===== src/rtl/serial_regfile_pkg.sv =====
package serial_regfile_pkg;
  localparam int ADDR_W = 10;
  localparam int DATA_W = 16;

  localparam logic [ADDR_W-1:0] OFF_DATA  = 10'h000;
  localparam logic [ADDR_W-1:0] OFF_RSTAT = 10'h001;
  localparam logic [ADDR_W-1:0] OFF_FLAGS = 10'h006;
  localparam logic [ADDR_W-1:0] OFF_DIVI  = 10'h009;
  localparam logic [ADDR_W-1:0] OFF_DIVF  = 10'h00a;
  localparam logic [ADDR_W-1:0] OFF_LINE  = 10'h00b;
  localparam logic [ADDR_W-1:0] OFF_CTRL  = 10'h00c;
  localparam logic [ADDR_W-1:0] OFF_LEVEL = 10'h00d;
  localparam logic [ADDR_W-1:0] OFF_MASK  = 10'h00e;
  localparam logic [ADDR_W-1:0] OFF_RAW   = 10'h00f;
  localparam logic [ADDR_W-1:0] OFF_MSKD  = 10'h010;
  localparam logic [ADDR_W-1:0] OFF_CLR   = 10'h011;

  localparam logic [15:0] CTRL_KEEP  = 16'hffc7;
  localparam int          LOOP_BIT   = 7;
  localparam int          BUF_EN_BIT = 4;
  localparam logic [5:0]  LEVEL_RST  = 6'h12;

  // identification words, low byte first at the top eight offsets
  localparam logic [63:0] ID_WORDS = 64'hb105f00d_00241011;

  function automatic logic [7:0] id_byte(input logic [2:0] idx);
    return ID_WORDS[idx*8 +: 8];
  endfunction
endpackage


===== src/rtl/serial_regfile_cfg.sv =====
module serial_regfile_cfg
  import serial_regfile_pkg::*;
(
  input  logic              clk,
  input  logic              rst_n,
  input  logic              wr_en,
  input  logic [ADDR_W-1:0] addr,
  input  logic [DATA_W-1:0] wdata,
  output logic [15:0]       divi,
  output logic [5:0]        divf,
  output logic [7:0]        line,
  output logic [15:0]       ctrl,
  output logic [5:0]        level,
  output logic [10:0]       mask
);
  logic [15:0] divi_n, ctrl_n;
  logic [5:0]  divf_n, level_n;
  logic [7:0]  line_n;
  logic [10:0] mask_n;

  always_comb begin
    divi_n  = divi;
    divf_n  = divf;
    line_n  = line;
    ctrl_n  = ctrl;
    level_n = level;
    mask_n  = mask;
    if (wr_en) begin
      case (addr)
        OFF_DIVI:  divi_n  = wdata;
        OFF_DIVF:  divf_n  = wdata[5:0];
        OFF_LINE:  line_n  = wdata[7:0];
        OFF_CTRL:  ctrl_n  = wdata & CTRL_KEEP;
        OFF_LEVEL: level_n = wdata[5:0];
        OFF_MASK:  mask_n  = wdata[10:0];
        default: ;
      endcase
    end
  end

  always_ff @(posedge clk or negedge rst_n) begin
    if (!rst_n) begin
      divi  <= '0;
      divf  <= '0;
      line  <= '0;
      ctrl  <= '0;
      level <= LEVEL_RST;
      mask  <= '0;
    end else begin
      divi  <= divi_n;
      divf  <= divf_n;
      line  <= line_n;
      ctrl  <= ctrl_n;
      level <= level_n;
      mask  <= mask_n;
    end
  end
endmodule


===== src/rtl/serial_regfile_intr.sv =====
module serial_regfile_intr #(
  parameter int DEPTH = 16,
  localparam int CW   = $clog2(DEPTH + 1)
) (
  input  logic          clk,
  input  logic          rst_n,
  input  logic          tx_set,
  input  logic          clr_en,
  input  logic [2:0]    clr_bits,   // raw bits 6:4
  input  logic          pop,
  input  logic [CW-1:0] count,
  input  logic          buf_en,
  input  logic [2:0]    rx_sel,
  input  logic          ovf,
  input  logic          oe_clr,
  output logic [10:0]   ris,
  output logic          oe
);
  localparam logic [CW-1:0] LV0 = CW'(DEPTH / 8);
  localparam logic [CW-1:0] LV1 = CW'(DEPTH / 4);
  localparam logic [CW-1:0] LV2 = CW'(DEPTH / 2);
  localparam logic [CW-1:0] LV3 = CW'(DEPTH * 3 / 4);
  localparam logic [CW-1:0] LV4 = CW'(DEPTH * 7 / 8);
  localparam logic [CW-1:0] LVF = CW'(DEPTH);

  logic          rx_q, tx_q, rt_q, oe_q;
  logic          rx_n, tx_n, rt_n, oe_n;
  logic [CW-1:0] cnt_prev, trig, after_pop;

  always_comb begin
    if (!buf_en) trig = CW'(1);
    else begin
      case (rx_sel)
        3'd0:    trig = LV0;
        3'd1:    trig = LV1;
        3'd2:    trig = LV2;
        3'd3:    trig = LV3;
        3'd4:    trig = LV4;
        default: trig = LVF;
      endcase
    end
  end

  assign after_pop = count - CW'(1);

  always_comb begin
    rx_n = rx_q;
    tx_n = tx_q;
    rt_n = rt_q;
    oe_n = oe_q;
    if (clr_en) begin
      if (clr_bits[0]) rx_n = 1'b0;
      if (clr_bits[1]) tx_n = 1'b0;
      if (clr_bits[2]) rt_n = 1'b0;
    end
    if (pop) begin
      if (after_pop < trig) rx_n = 1'b0;
      if (after_pop == '0)  rt_n = 1'b0;
    end
    if (tx_set) tx_n = 1'b1;
    if (cnt_prev < trig && count >= trig) rx_n = 1'b1;
    if (count > cnt_prev) rt_n = 1'b1;
    if (oe_clr) oe_n = 1'b0;
    if (ovf)    oe_n = 1'b1;
  end

  always_ff @(posedge clk or negedge rst_n) begin
    if (!rst_n) begin
      rx_q     <= 1'b0;
      tx_q     <= 1'b0;
      rt_q     <= 1'b0;
      oe_q     <= 1'b0;
      cnt_prev <= '0;
    end else begin
      rx_q     <= rx_n;
      tx_q     <= tx_n;
      rt_q     <= rt_n;
      oe_q     <= oe_n;
      cnt_prev <= count;
    end
  end

  assign ris = {4'b0, rt_q, tx_q, rx_q, 4'b0};
  assign oe  = oe_q;
endmodule


===== src/rtl/serial_regfile.sv =====
module serial_regfile
  import serial_regfile_pkg::*;
#(
  parameter int DEPTH = 16,
  localparam int CW   = $clog2(DEPTH + 1)
) (
  input  logic              clk,
  input  logic              rst_n,
  input  logic              bus_sel,
  input  logic              bus_wr,
  input  logic [ADDR_W-1:0] bus_addr,
  input  logic [DATA_W-1:0] bus_wdata,
  output logic [DATA_W-1:0] bus_rdata,
  output logic              bus_rvalid,
  output logic              tx_fire,
  output logic [7:0]        tx_byte,
  input  logic [CW-1:0]     rxq_count,
  input  logic [7:0]        rxq_head,
  output logic              rxq_pop,
  output logic              rxq_push,
  output logic [7:0]        rxq_wbyte,
  output logic              irq
);
  logic [15:0] divi, ctrl;
  logic [5:0]  divf, level;
  logic [7:0]  line;
  logic [10:0] mask, ris;
  logic        oe;
  logic        acc_wr, acc_rd, data_wr, loop_on, buf_full, buf_empty;
  logic [DATA_W-1:0] rd_n;

  assign acc_wr    = bus_sel & bus_wr;
  assign acc_rd    = bus_sel & ~bus_wr;
  assign data_wr   = acc_wr & (bus_addr == OFF_DATA);
  assign loop_on   = ctrl[LOOP_BIT];
  assign buf_full  = (rxq_count == CW'(DEPTH));
  assign buf_empty = (rxq_count == '0);

  assign tx_fire   = data_wr & ~loop_on;
  assign tx_byte   = bus_wdata[7:0];
  assign rxq_push  = data_wr & loop_on & ~buf_full;
  assign rxq_wbyte = bus_wdata[7:0];
  assign rxq_pop   = acc_rd & (bus_addr == OFF_DATA) & ~buf_empty;

  serial_regfile_cfg u_cfg (
    .clk, .rst_n, .wr_en(acc_wr), .addr(bus_addr), .wdata(bus_wdata),
    .divi, .divf, .line, .ctrl, .level, .mask
  );

  serial_regfile_intr #(.DEPTH(DEPTH)) u_intr (
    .clk, .rst_n,
    .tx_set   (data_wr),
    .clr_en   (acc_wr & (bus_addr == OFF_CLR)),
    .clr_bits (bus_wdata[6:4]),
    .pop      (rxq_pop),
    .count    (rxq_count),
    .buf_en   (line[BUF_EN_BIT]),
    .rx_sel   (level[5:3]),
    .ovf      (data_wr & loop_on & buf_full),
    .oe_clr   (acc_wr & (bus_addr == OFF_RSTAT)),
    .ris, .oe
  );

  always_comb begin
    rd_n = '0;
    if (bus_addr[ADDR_W-1:3] == '1) begin
      rd_n = {8'h00, id_byte(bus_addr[2:0])};
    end else begin
      case (bus_addr)
        OFF_DATA:  rd_n = {4'h0, oe, 3'b000, rxq_head};
        OFF_RSTAT: rd_n = {12'h000, oe, 3'b000};
        OFF_FLAGS: rd_n = {8'h00, 1'b1, buf_full, 1'b0, buf_empty, 4'h0};
        OFF_DIVI:  rd_n = divi;
        OFF_DIVF:  rd_n = {10'h000, divf};
        OFF_LINE:  rd_n = {8'h00, line};
        OFF_CTRL:  rd_n = ctrl;
        OFF_LEVEL: rd_n = {10'h000, level};
        OFF_MASK:  rd_n = {5'h00, mask};
        OFF_RAW:   rd_n = {5'h00, ris};
        OFF_MSKD:  rd_n = {5'h00, ris & mask};
        default:   rd_n = '0;
      endcase
    end
  end

  always_ff @(posedge clk or negedge rst_n) begin
    if (!rst_n) begin
      bus_rdata  <= '0;
      bus_rvalid <= 1'b0;
    end else begin
      bus_rvalid <= acc_rd;
      if (acc_rd) bus_rdata <= rd_n;
    end
  end

  assign irq = |(ris & mask);
endmodule


===== config.mk =====
export PLATFORM = sky130hd
export DESIGN_NAME = serial_regfile
export DESIGN_NICKNAME = d
export VERILOG_FILES = /design/src/rtl/serial_regfile_pkg.sv /design/src/rtl/serial_regfile_cfg.sv /design/src/rtl/serial_regfile_intr.sv /design/src/rtl/serial_regfile.sv
export SDC_FILE = /design/constraint.sdc
export NUM_CORES = 1
export LEC_CHECK = 0
export ABC_AREA = 1
export ABC_CLOCK_PERIOD_IN_PS = 4500
export BUFFER_PORTS_ARGS = -buffer_cell sky130_fd_sc_hd__buf_2
export CAP_MARGIN = 10
export CORE_MARGIN = 2
export CORE_UTILIZATION = 50
export CTS_BUF_LIST = sky130_fd_sc_hd__clkbuf_16
export DETAILED_ROUTE_END_ITERATION = 10
export GPL_TIMING_DRIVEN = 0
export PLACE_DENSITY = 0.72
export SYNTH_ARGS = -nofsm -noshare
export SYNTH_HDL_FRONTEND = slang
export SYNTH_SLANG_ARGS = --single-unit

===== constraint.sdc =====
create_clock -name clk -period 4.5 [get_ports clk]
set_input_delay 0.9 -clock clk [delete_from_list [all_inputs] [get_ports clk]]
set_output_delay 0.9 -clock clk [all_outputs]
set_load 0.1 [all_outputs]

==> impl_metrics.toml, run 1 <==
[floorplan]
die_h_um = 104.3
io_pins = 80
die-area_mm2 = 0.01088
start_util_pct = 51.46
fp.dieW_um = 104.3
num_rows = 36
core_area_mm2 = 0.009774

[drt]
highest_layer = "met4"
drt_iter0_drc = 356
met1Wirelength_um = 6295
wl_um = 14180
vias_per_cell = 5.387
wl_met2_um = 6571
vias = 4708
drc = 0
wire_per_inst_um = 16.23
wl_met3_um = 949
firstDrtPassIters = 5
antenna_left = 0

[setup_path]
critPathArrivalTime_ns = 2.66
critPathKind = "input pin to output pin"
regToRegStartpoint = "u_cfg.level[4]"
r2r_end = "u_intr.rx_q"
end_kind = "output pin"
r2r_setup_slack_ns = 2.41
crit_fanout = 6
crit_required_ns = 3.60
cp-start-kind = "input pin"
endpoint = "rxq_push"
ff2ff_path_depth = 9
critPathLaunch = "bus_addr[2]"

[layout]
antennaDiodeCount = 0
seq_area_mm2 = 0.002155
finish.utilization_pct = 60.56
layout.cells.non_filler = 874
final_nets = 800
fillerInstances = 929
drive_above_1_share_pct = 23.62
syn_to_final_growth_pct = 17.69
multiInputGateArea_mm2 = 0.002401

[timing]
rsz0062_at_grt = "false"
tightestPinTransition_ns = 0.5227
clock-skew-final_ns = 0.005280
finalCriticalPeriod_ns = 3.559
slew_viol_final = 0
setup_tns_ns = 0
hold_viol_final = 0
slew_headroom_pct = 64.79
max_freq_ghz = 0.2810
fin_ws_ns = 0.9407
setup_viol = 0
timing.final.crit_share_pct = 79.09

[logic_synthesis]
synth_top_area_share_pct = 41.79
synth_ff_type = "dfrtp_1"
synth_cell_types = 42
avgSynthCellArea_um2 = 7.786
synth_cells = 646
synth-edff-count = 0
synth-seq-cells = 86
netlist_area_mm2 = 0.005030
seq_area_frac_synth_pct = 42.84
yosysMostFrequentCell = "nand2_1"
yosysWarnings = 0
synth_common_cells = "nand2_1, dfrtp_1, nand3_1"
synthArstFlopShare_pct = 100.0
yosysTopAreaCell = "dfrtp_1"
syn_nets = 710
yosys-top-cells-area = "dfrtp_1, nand2_1, nand3_1"

[pwr]
seq_power_share_pct = 43.2
vdd_drop_max_mv = 0.1719
power_density_mw_per_mm2 = 310.3
p_int_uw = 1289
p_switching_uw = 548.3
pwr-share-comb_pct = 15.7
pwr-share-clk_pct = 41.1
leakage_uw = 0.003138
swShare_pct = 29.85

[cts]
ctsLongestPathBuffers = 2
clkTransAtPathRegs_ns = 0.06
cts_sinks = 86
numCtsBuffers = 9
htree_levels = 3
ctsHoldBuffers = 0
clk_latency_ns = 0.34
cts_setup_buffers = 0
cts_tree = "yes"
cts_resized = 0
cts_root_buffer = "clkbuf_16"

[placement]
io_buffer_count = 78
pre_cts_ws_ns = 1.006
dp.cells = 858
globalplace.congestion = 0.8991
dp_hpwl_um = 10530

[grt]
antenna_found_initial = 0
grt_first_pass_wirelength_um = 23510
grtUsageTotal_pct = 27.43
grt_max_degree = 66
grt_overflow = 0
grt_pass1_vias = 4741

[worst_hold_path]
hp-class = "input pin to asynchronous set/reset pin"

[outcome]
status = "finished, final reports clean"

[flow_run]
cap_viol_max_count = 0
## placed cells by master (no fill, tap or decap), types with 7 or more instances in the layout
| cell | n |
|---|---|
| buf_4 | 21 |
| nand3_1 | 63 |
| ha_1 | 21 |
| o21ai_2 | 14 |
| dfrtp_1 | 84 |
| clkbuf_16 | 9 |
| o21ai_0 | 12 |
| nand4_1 | 7 |
| nor2_1 | 50 |
| a21oi_1 | 14 |
| buf_2 | 86 |
| nand2_1 | 182 |
| inv_1 | 56 |
| o21ai_1 | 46 |
## per-layer routing
layer	up-vias	track usage (%)
met5	-	0
met4	0	9.749
met3	35	4.699
met2	203	44.35
met1	2202	37.20
li1	2268	-
## state kept, by name, summed over array words and instances (netlist names)
| signal | cells |
|---|---|
| bus_rdata | 16 |
| bus_rvalid | 1 |
| u_cfg.ctrl | 13 |
| u_cfg.divf | 6 |
| u_cfg.divi | 16 |
| u_cfg.level | 6 |
| u_cfg.line | 8 |
| u_cfg.mask | 11 |
| u_intr.cnt_prev | 5 |
| u_intr.oe | 1 |
| u_intr.rt_q | 1 |
| u_intr.rx_q | 1 |
| u_intr.tx_q | 1 |
## how the worst min path moves through the flow
stage	to	slack, ns	cells after the start	from
2_1_floorplan	u_cfg.divi[5]	0.45	2	u_cfg.divi[5]
6_report	u_intr.cnt_prev[4]	0.45	1	rst_n
4_1_cts	u_intr.cnt_prev[4]	0.46	1	rst_n
5_1_grt	u_intr.cnt_prev[3]	0.47	1	rst_n
3_5_place_dp	u_cfg.level[1]	0.47	2	u_cfg.level[1]
3_3_place_gp	bus_rdata[14]	0.46	1	bus_rdata[14]
## stage by stage
| stage | hold WS (ns) | power, uW | area, um^2 |
|---|---|---|---|
| 3_5_place_dp | 0.4674 | 1096 | 5622 |
| 4_1_cts | 0.4620 | 1840 | 5919 |
| 6_report | 0.4521 | 1837 | 5919 |
| 3_3_place_gp | 0.4558 | 1085 | 5592 |
| 5_1_grt | 0.4693 | 1898 | 5919 |
| 2_1_floorplan | 0.4538 | 1009 | 5035 |
## power groups by stage
stage / combinational [uW] / sequential (uW) / clock [uW]
CTS: 288 / 794 / 758
global placement: 277 / 808 / 0
finish: 288 / 794 / 755
detailed placement: 288 / 808 / 0
global route: 311 / 795 / 792
floorplan: 152 / 857 / 0
## layout make-up
cell class | instances | share of cell area (%)
well taps | 133 | 2.811
repair buffers | 79 | 7.102
clock inverters | 7 | 1.226
inverters | 62 | 4.037
plain buffers | 35 | 4.058
multi-input cells | 463 | 40.56
flip-flops and latches | 86 | 36.40
clock buffers | 9 | 3.805
## logic make-up after synthesis
logic type	Yosys count	synth area share (%)
flops	86	42.84
xor+xnor	2	0.3483
fa+ha+maj	21	5.224
simple gates	342	30.62
compound gates	98	11.44
buf+inv	97	9.527
## worst max-delay path: stages
cell     delay [ns]
buf_2          0.14
nor2_1         0.30
nand2_1        0.09
nor2_1         0.09
nand2_1        0.16
nor2_1         0.21
inv_1          0.12
nor3_2         0.18
buf_2          0.47
No activity file was read; power rests on OpenSTA's default activity.
==> inputs of run 2 (changes only) <==
- ABC_AREA: 1 -> 0
- ABC_CLOCK_PERIOD_IN_PS: 4500 -> 3450
- clock period: 4.5 -> 3.45 ns (I/O delays scaled with it)
==> impl_metrics.toml, run 2 <==
[grt]
grt_max_degree = 47
grt_pass1_vias = 3838
grt_overflow = 0
antenna_found_initial = 0
grtUsageTotal_pct = 25.01
grt_first_pass_wirelength_um = 19420

[flow_run]
cap_viol_max_count = 0

[layout]
final_common_cell = "dfrtp_1"
layout.cells.non_filler = 629
final_nets = 577
final_cell_mix = "dfrtp_1, buf_2, mux2_2"
drive_above_1_share_pct = 37.45
top_regs = "bus_rdata x16, u_cfg.divi x16, u_cfg.ctrl x13"
syn_to_final_growth_pct = 19.47
fillerInstances = 776
design_area_mm2 = 0.005605
finish.utilization_pct = 61.24
antennaDiodeCount = 0

[timing]
max_freq_ghz = 0.2976
slew_viol_final = 0
rsz0062_at_grt = "false"
slew_headroom_pct = 40.59
clock-skew-final_ns = 0.004305
tightestPinTransition_ns = 0.8844
finalCriticalPeriod_ns = 3.361
timing.final.crit_share_pct = 97.41
hold_viol_final = 0
setup_viol = 0
whs_ns = 0.3420

[logic_synthesis]
synth_ff_type = "dfrtp_1"
yosys-top-cells-area = "dfrtp_1, mux2_2, ha_1"
synth-seq-cells = 86
synth_common_cells = "dfrtp_1, mux2_2, nor2_1"
yosysWarnings = 0
syn_nets = 486
synth_cell_types = 59
netlist_area_mm2 = 0.004692
yosysMostFrequentCell = "dfrtp_1"
synthXorXnorAreaFrac_pct = 0.5600
seq_area_frac_synth_pct = 45.92
synth_compound_area_share_pct = 13.09
synth_cells = 422
synth_top_area_share_pct = 44.80
synth_adder_area_share_pct = 5.600
synthArstFlopShare_pct = 100.0
synth_simple_gate_area_share_pct = 12.72
avgSynthCellArea_um2 = 11.12
synthMuxAreaShare_pct = 16.61
yosysTopAreaCell = "dfrtp_1"
synth_top_family_by_area = "multiplexers"
synth-edff-count = 0

[setup_path]
r2r_end = "u_intr.rx_q"
cp-start-kind = "input pin"
crit_required_ns = 2.76
cp_slowest_cell = "or4_4"
path_cells = "buf_6 > or4_4 > buf_6 > nor4_4 > nand3_1 > a21oi_4 > buf_2"
end_kind = "output pin"
critPathLaunch = "bus_addr[4]"
r2r_setup_slack_ns = 1.20
critPathKind = "input pin to output pin"
crit_family = "simple AND/OR/NAND/NOR gates"
worst_path_most_repeated_cell = "buf_6"
cpPeakStageDelay_ns = 0.55
ff2ff_path_depth = 8
crit_buf_inv = 3
crit_fanout = 10
regToRegStartpoint = "u_cfg.level[4]"
critPathArrivalTime_ns = 2.67

[pwr]
vdd_drop_max_mv = 0.2823
seq_power_share_pct = 41.1
power.total_uw = 2566
pwr-share-clk_pct = 40.7
leakage_uw = 0.002714
p_switching_uw = 785.0
pwr-share-comb_pct = 18.2
p_int_uw = 1781
power_density_mw_per_mm2 = 457.8
swShare_pct = 30.59

[drt]
firstDrtPassIters = 4
vias_per_cell = 5.924
antenna_left = 0
vias = 3726
wire_per_inst_um = 19.21
wl_um = 12080
drc = 0
drt_iter0_drc = 281

[floorplan]
io_pins = 80
core_area_mm2 = 0.009153
die_h_um = 100.9
start_util_pct = 51.26
fp.dieW_um = 100.9
die-area_mm2 = 0.01017
num_rows = 35

[cts]
clkTransAtPathRegs_ns = 0.06
htree_levels = 3
cts_resized = 0
clk_latency_ns = 0.33
cts_sinks = 86
numCtsBuffers = 9
cts_tree = "yes"
ctsLongestPathBuffers = 2
cts_root_buffer = "clkbuf_16"

[placement]
dp_hpwl_um = 8659
io_buffer_count = 76
globalplace.congestion = 0.8798
dpl_cell_area_mm2 = 0.005261
dp.cells = 610

[worst_hold_path]
hp-class = "input pin to asynchronous set/reset pin"

[outcome]
status = "finished, final reports clean"
-- run 2: changes by cell type after synthesis, moves of 7 or more --
cell	previous run	this run
nand2_1	182	26
mux2_2	0	63
nand3_1	63	8
o21ai_1	46	0
inv_1	55	11
nor2_1	50	27
o21ai_2	14	0
nor2b_1	0	9
a221oi_1	0	8
a32oi_1	0	7
mux2i_1	0	7
nand2b_1	0	7
o21ai_0	12	19
-- run 2: area by class of cell --
| class | instances | area (um^2) | share of cell area [%] |
|---|---|---|---|
| multi-input cells | 290 | 2300 | 41.03 |
| flip-flops and latches | 86 | 2155 | 38.44 |
| inverters | 11 | 41.29 | 0.7366 |
| clock buffers | 9 | 225.2 | 4.018 |
| repair buffers | 80 | 432.9 | 7.723 |
| clock inverters | 7 | 96.34 | 1.719 |
| well taps | 111 | 138.9 | 2.478 |
| plain buffers | 35 | 216.5 | 3.862 |
-- run 2: per-stage QoR --
| stage | TNS, ns | worst slack [ns] |
|---|---|---|
| global placement | -0.4547 | -0.2280 |
| finish | 0 | 0.08939 |
| floorplan | 0 | 0.09737 |
| detailed placement | -0.4992 | -0.2506 |
| CTS | 0 | 0.1398 |
| global route | 0 | 0.01664 |
-- run 2: worst register-to-register path, delay by kind of cell, from the launching register on --
kind	cells	cell delay, ns
adder cells (fa/ha/maj)	1	0.33
flip-flops	1	0.56
AO/OA/AOI/OAI	4	0.91
AND/OR/NAND/NOR	3	0.35
-- run 2: cells by family after synthesis --
| group | count (synthesis) |
|---|---|
| AO/OA/AOI/OAI | 88 |
| adder cells (fa/ha/maj) | 21 |
| AND/OR/NAND/NOR | 108 |
| flip-flops | 86 |
| XOR/XNOR | 3 |
| multiplexers | 70 |
| buffers and inverters | 46 |
-- run 2: worst max path at each step --
| stage | cells after the start | to |
|---|---|---|
| after floorplan | 6 | rxq_push |
| after global placement | 7 | rxq_push |
| after detailed placement | 7 | rxq_push |
| after CTS | 7 | rxq_push |
| after global routing | 7 | tx_fire |
| final | 7 | rxq_push |
-- run 2: routing by layer --
| metal | part of all wire, % | track usage, % | vias to the layer above | wire length (um) |
|---|---|---|---|---|
| met5 | 0 | 0 | - | 0 |
| met4 | 1.6 | 7.376 | 0 | 189 |
| met3 | 5.6 | 4.092 | 18 | 673 |
| li1 | - | - | 1739 | - |
| met1 | 44 | 34.86 | 1830 | 5357 |
| met2 | 49 | 40.41 | 139 | 5864 |
-- run 2: power by group through the flow --
stage                     registers [uW]  logic [uW]  clock network (uW)
after CTS                           1050         469                1060
after detailed placement            1070         467                   0
final                               1050         467                1050
after global routing                1060         495                1100
after global placement              1070         456                   0
after floorplan                     1210         194                   0
-- run 2: repair_timing --
action | in CTS | in global routing
setup endpoints to repair | 3 | 0
hold buffers | 0 | 0
setup buffers | 3 | 0
==> inputs of run 3 (changes only) <==
- CORE_ASPECT_RATIO: not set -> 1.25
- CTS_BUF_LIST: sky130_fd_sc_hd__clkbuf_16 -> sky130_fd_sc_hd__clkbuf_4 sky130_fd_sc_hd__clkbuf_8
==> impl_metrics.toml, run 3 (synthesized netlist as in run 2, its figures left out) <==
[floorplan]
num_rows = 39
core_area_mm2 = 0.009125
die-area_mm2 = 0.01018
fp.dieW_um = 90.65
io_pins = 80
start_util_pct = 51.42
die_h_um = 112.3

[timing]
slew_viol_final = 0
hold_viol_final = 0
finalCriticalPeriod_ns = 3.300
slew_headroom_pct = 48.41
timing.final.crit_share_pct = 95.64
max_freq_ghz = 0.3031
fin_ws_ns = 0.1503
tightestPinTransition_ns = 0.7680
rsz0062_at_grt = "false"
setup_viol = 0
clock-skew-final_ns = 0.006819

[grt]
grt_overflow = 0
grt_pass1_vias = 3932
antenna_found_initial = 0
grt_first_pass_wirelength_um = 20000
grtUsageTotal_pct = 25.28
grt_max_degree = 73

[setup_path]
cp-start-kind = "input pin"
worst_path_most_repeated_cell = "buf_2"
regToRegStartpoint = "u_cfg.level[4]"
r2r_end = "u_intr.rx_q"
crit_fanout = 10
cpPeakStageDelay_ns = 0.57
end_kind = "output pin"
path_cells = "buf_2 > or4_4 > buf_6 > nor4_4 > nand3_1 > a21oi_4 > buf_2"
r2r_setup_slack_ns = 1.24
cp_slowest_cell = "or4_4"
endpoint = "rxq_push"
critPathLaunch = "bus_addr[5]"
critPathKind = "input pin to output pin"
critPathArrivalTime_ns = 2.61
crit_required_ns = 2.76
ff2ff_path_depth = 8

[pwr]
pwr-share-clk_pct = 29.5
pwr-share-comb_pct = 21.7
swShare_pct = 34.77
vdd_drop_max_mv = 0.3105
seq_power_share_pct = 48.8
p_int_uw = 1407
p_switching_uw = 749.8
leakage_uw = 0.002659
power_density_mw_per_mm2 = 393.8

[drt]
antenna_left = 0
drc = 0
wl_um = 12040
vias_per_cell = 5.832
firstDrtPassIters = 6
vias = 3744
drt_iter0_drc = 414
wire_per_inst_um = 18.75

[cts]
cts_root_buffer = "clkbuf_8"
cts_tree = "yes"
ctsLongestPathBuffers = 2
htree_levels = 3
numCtsBuffers = 9
clk_latency_ns = 0.35
cts_setup_buffers = 4
cts_sinks = 86
cts_resized = 0
clkTransAtPathRegs_ns = 0.09
ctsHoldBuffers = 0

[layout]
fillerInstances = 802
final_common_cell = "dfrtp_1"
final_nets = 578
antennaDiodeCount = 0
layout.cells.non_filler = 642
syn_to_final_growth_pct = 16.72
multiInputGateArea_mm2 = 0.002300
final_cell_mix = "dfrtp_1, buf_2, mux2_2"
top_regs = "bus_rdata x16, u_cfg.divi x16, u_cfg.ctrl x13"
drive_above_1_share_pct = 37.76
seq_area_mm2 = 0.002155

[outcome]
status = "finished, final reports clean"

[flow_run]
cap_viol_max_count = 0

[placement]
pre_cts_ws_ns = -0.3241
io_buffer_count = 76
dp.cells = 622
globalplace.congestion = 0.9373
dp_hpwl_um = 8938

[worst_hold_path]
hp-class = "input pin to asynchronous set/reset pin"
-- run 3: area by class of cell --
| type | count | share of cell area, % |
|---|---|---|
| repair buffers | 81 | 8.042 |
| flip-flops and latches | 86 | 39.34 |
| clock inverters | 7 | 0.8453 |
| inverters | 11 | 0.7539 |
| multi-input cells | 290 | 41.99 |
| well taps | 123 | 2.810 |
| plain buffers | 35 | 3.952 |
| clock buffers | 9 | 2.262 |
-- run 3: critical path, delay by kind of cell --
| kind | cells | cell delay [ns] |
|---|---|---|
| buf+inv | 3 | 0.74 |
| simple gates | 3 | 1.01 |
| compound gates | 1 | 0.16 |
-- run 3: worst min path at each step --
stage,from,end,slack [ns],cells after the start
2_1_floorplan,rst_n,bus_rdata[0],0.39,0
3_3_place_gp,bus_rdata[9],bus_rdata[9],0.47,2
3_5_place_dp,bus_rdata[9],bus_rdata[9],0.48,2
4_1_cts,rst_n,bus_rdata[11],0.18,1
5_1_grt,rst_n,u_cfg.divi[5],0.18,1
6_report,rst_n,u_cfg.divi[11],0.18,1
-- run 3: layer usage --
layer	share of wire, %	vias to the layer above	global-route usage, %	wire (um)
met4	2.9	0	11.59	355
met2	51	131	42.79	6150
met3	4.9	26	4.161	592
li1	-	1740	-	-
met1	41	1847	31.83	4941
met5	0	-	0	0
-- run 3: power groups by stage --
| stage | logic [uW] | clock network (uW) | registers [uW] |
|---|---|---|---|
| after floorplan | 194 | 0 | 1210 |
| after global placement | 456 | 0 | 1070 |
| after detailed placement | 469 | 0 | 1070 |
| after CTS | 470 | 649 | 1050 |
| after global routing | 500 | 695 | 1060 |
| final | 468 | 636 | 1050 |
-- run 3: stage by stage --
step | setup TNS [ns] | utilization [%] | area [um^2] | hold WS (ns) | power, uW
2_1_floorplan | 0 | - | 4712 | 0.3944 | 1408
4_1_cts | 0 | 60.02 | 5477 | 0.1774 | 2172
3_5_place_dp | -0.6733 | 57.82 | 5276 | 0.4782 | 1541
6_report | 0 | 60.02 | 5477 | 0.1777 | 2157
3_3_place_gp | -0.6340 | 57.49 | 5246 | 0.4732 | 1529
5_1_grt | 0 | 60.02 | 5477 | 0.1796 | 2252
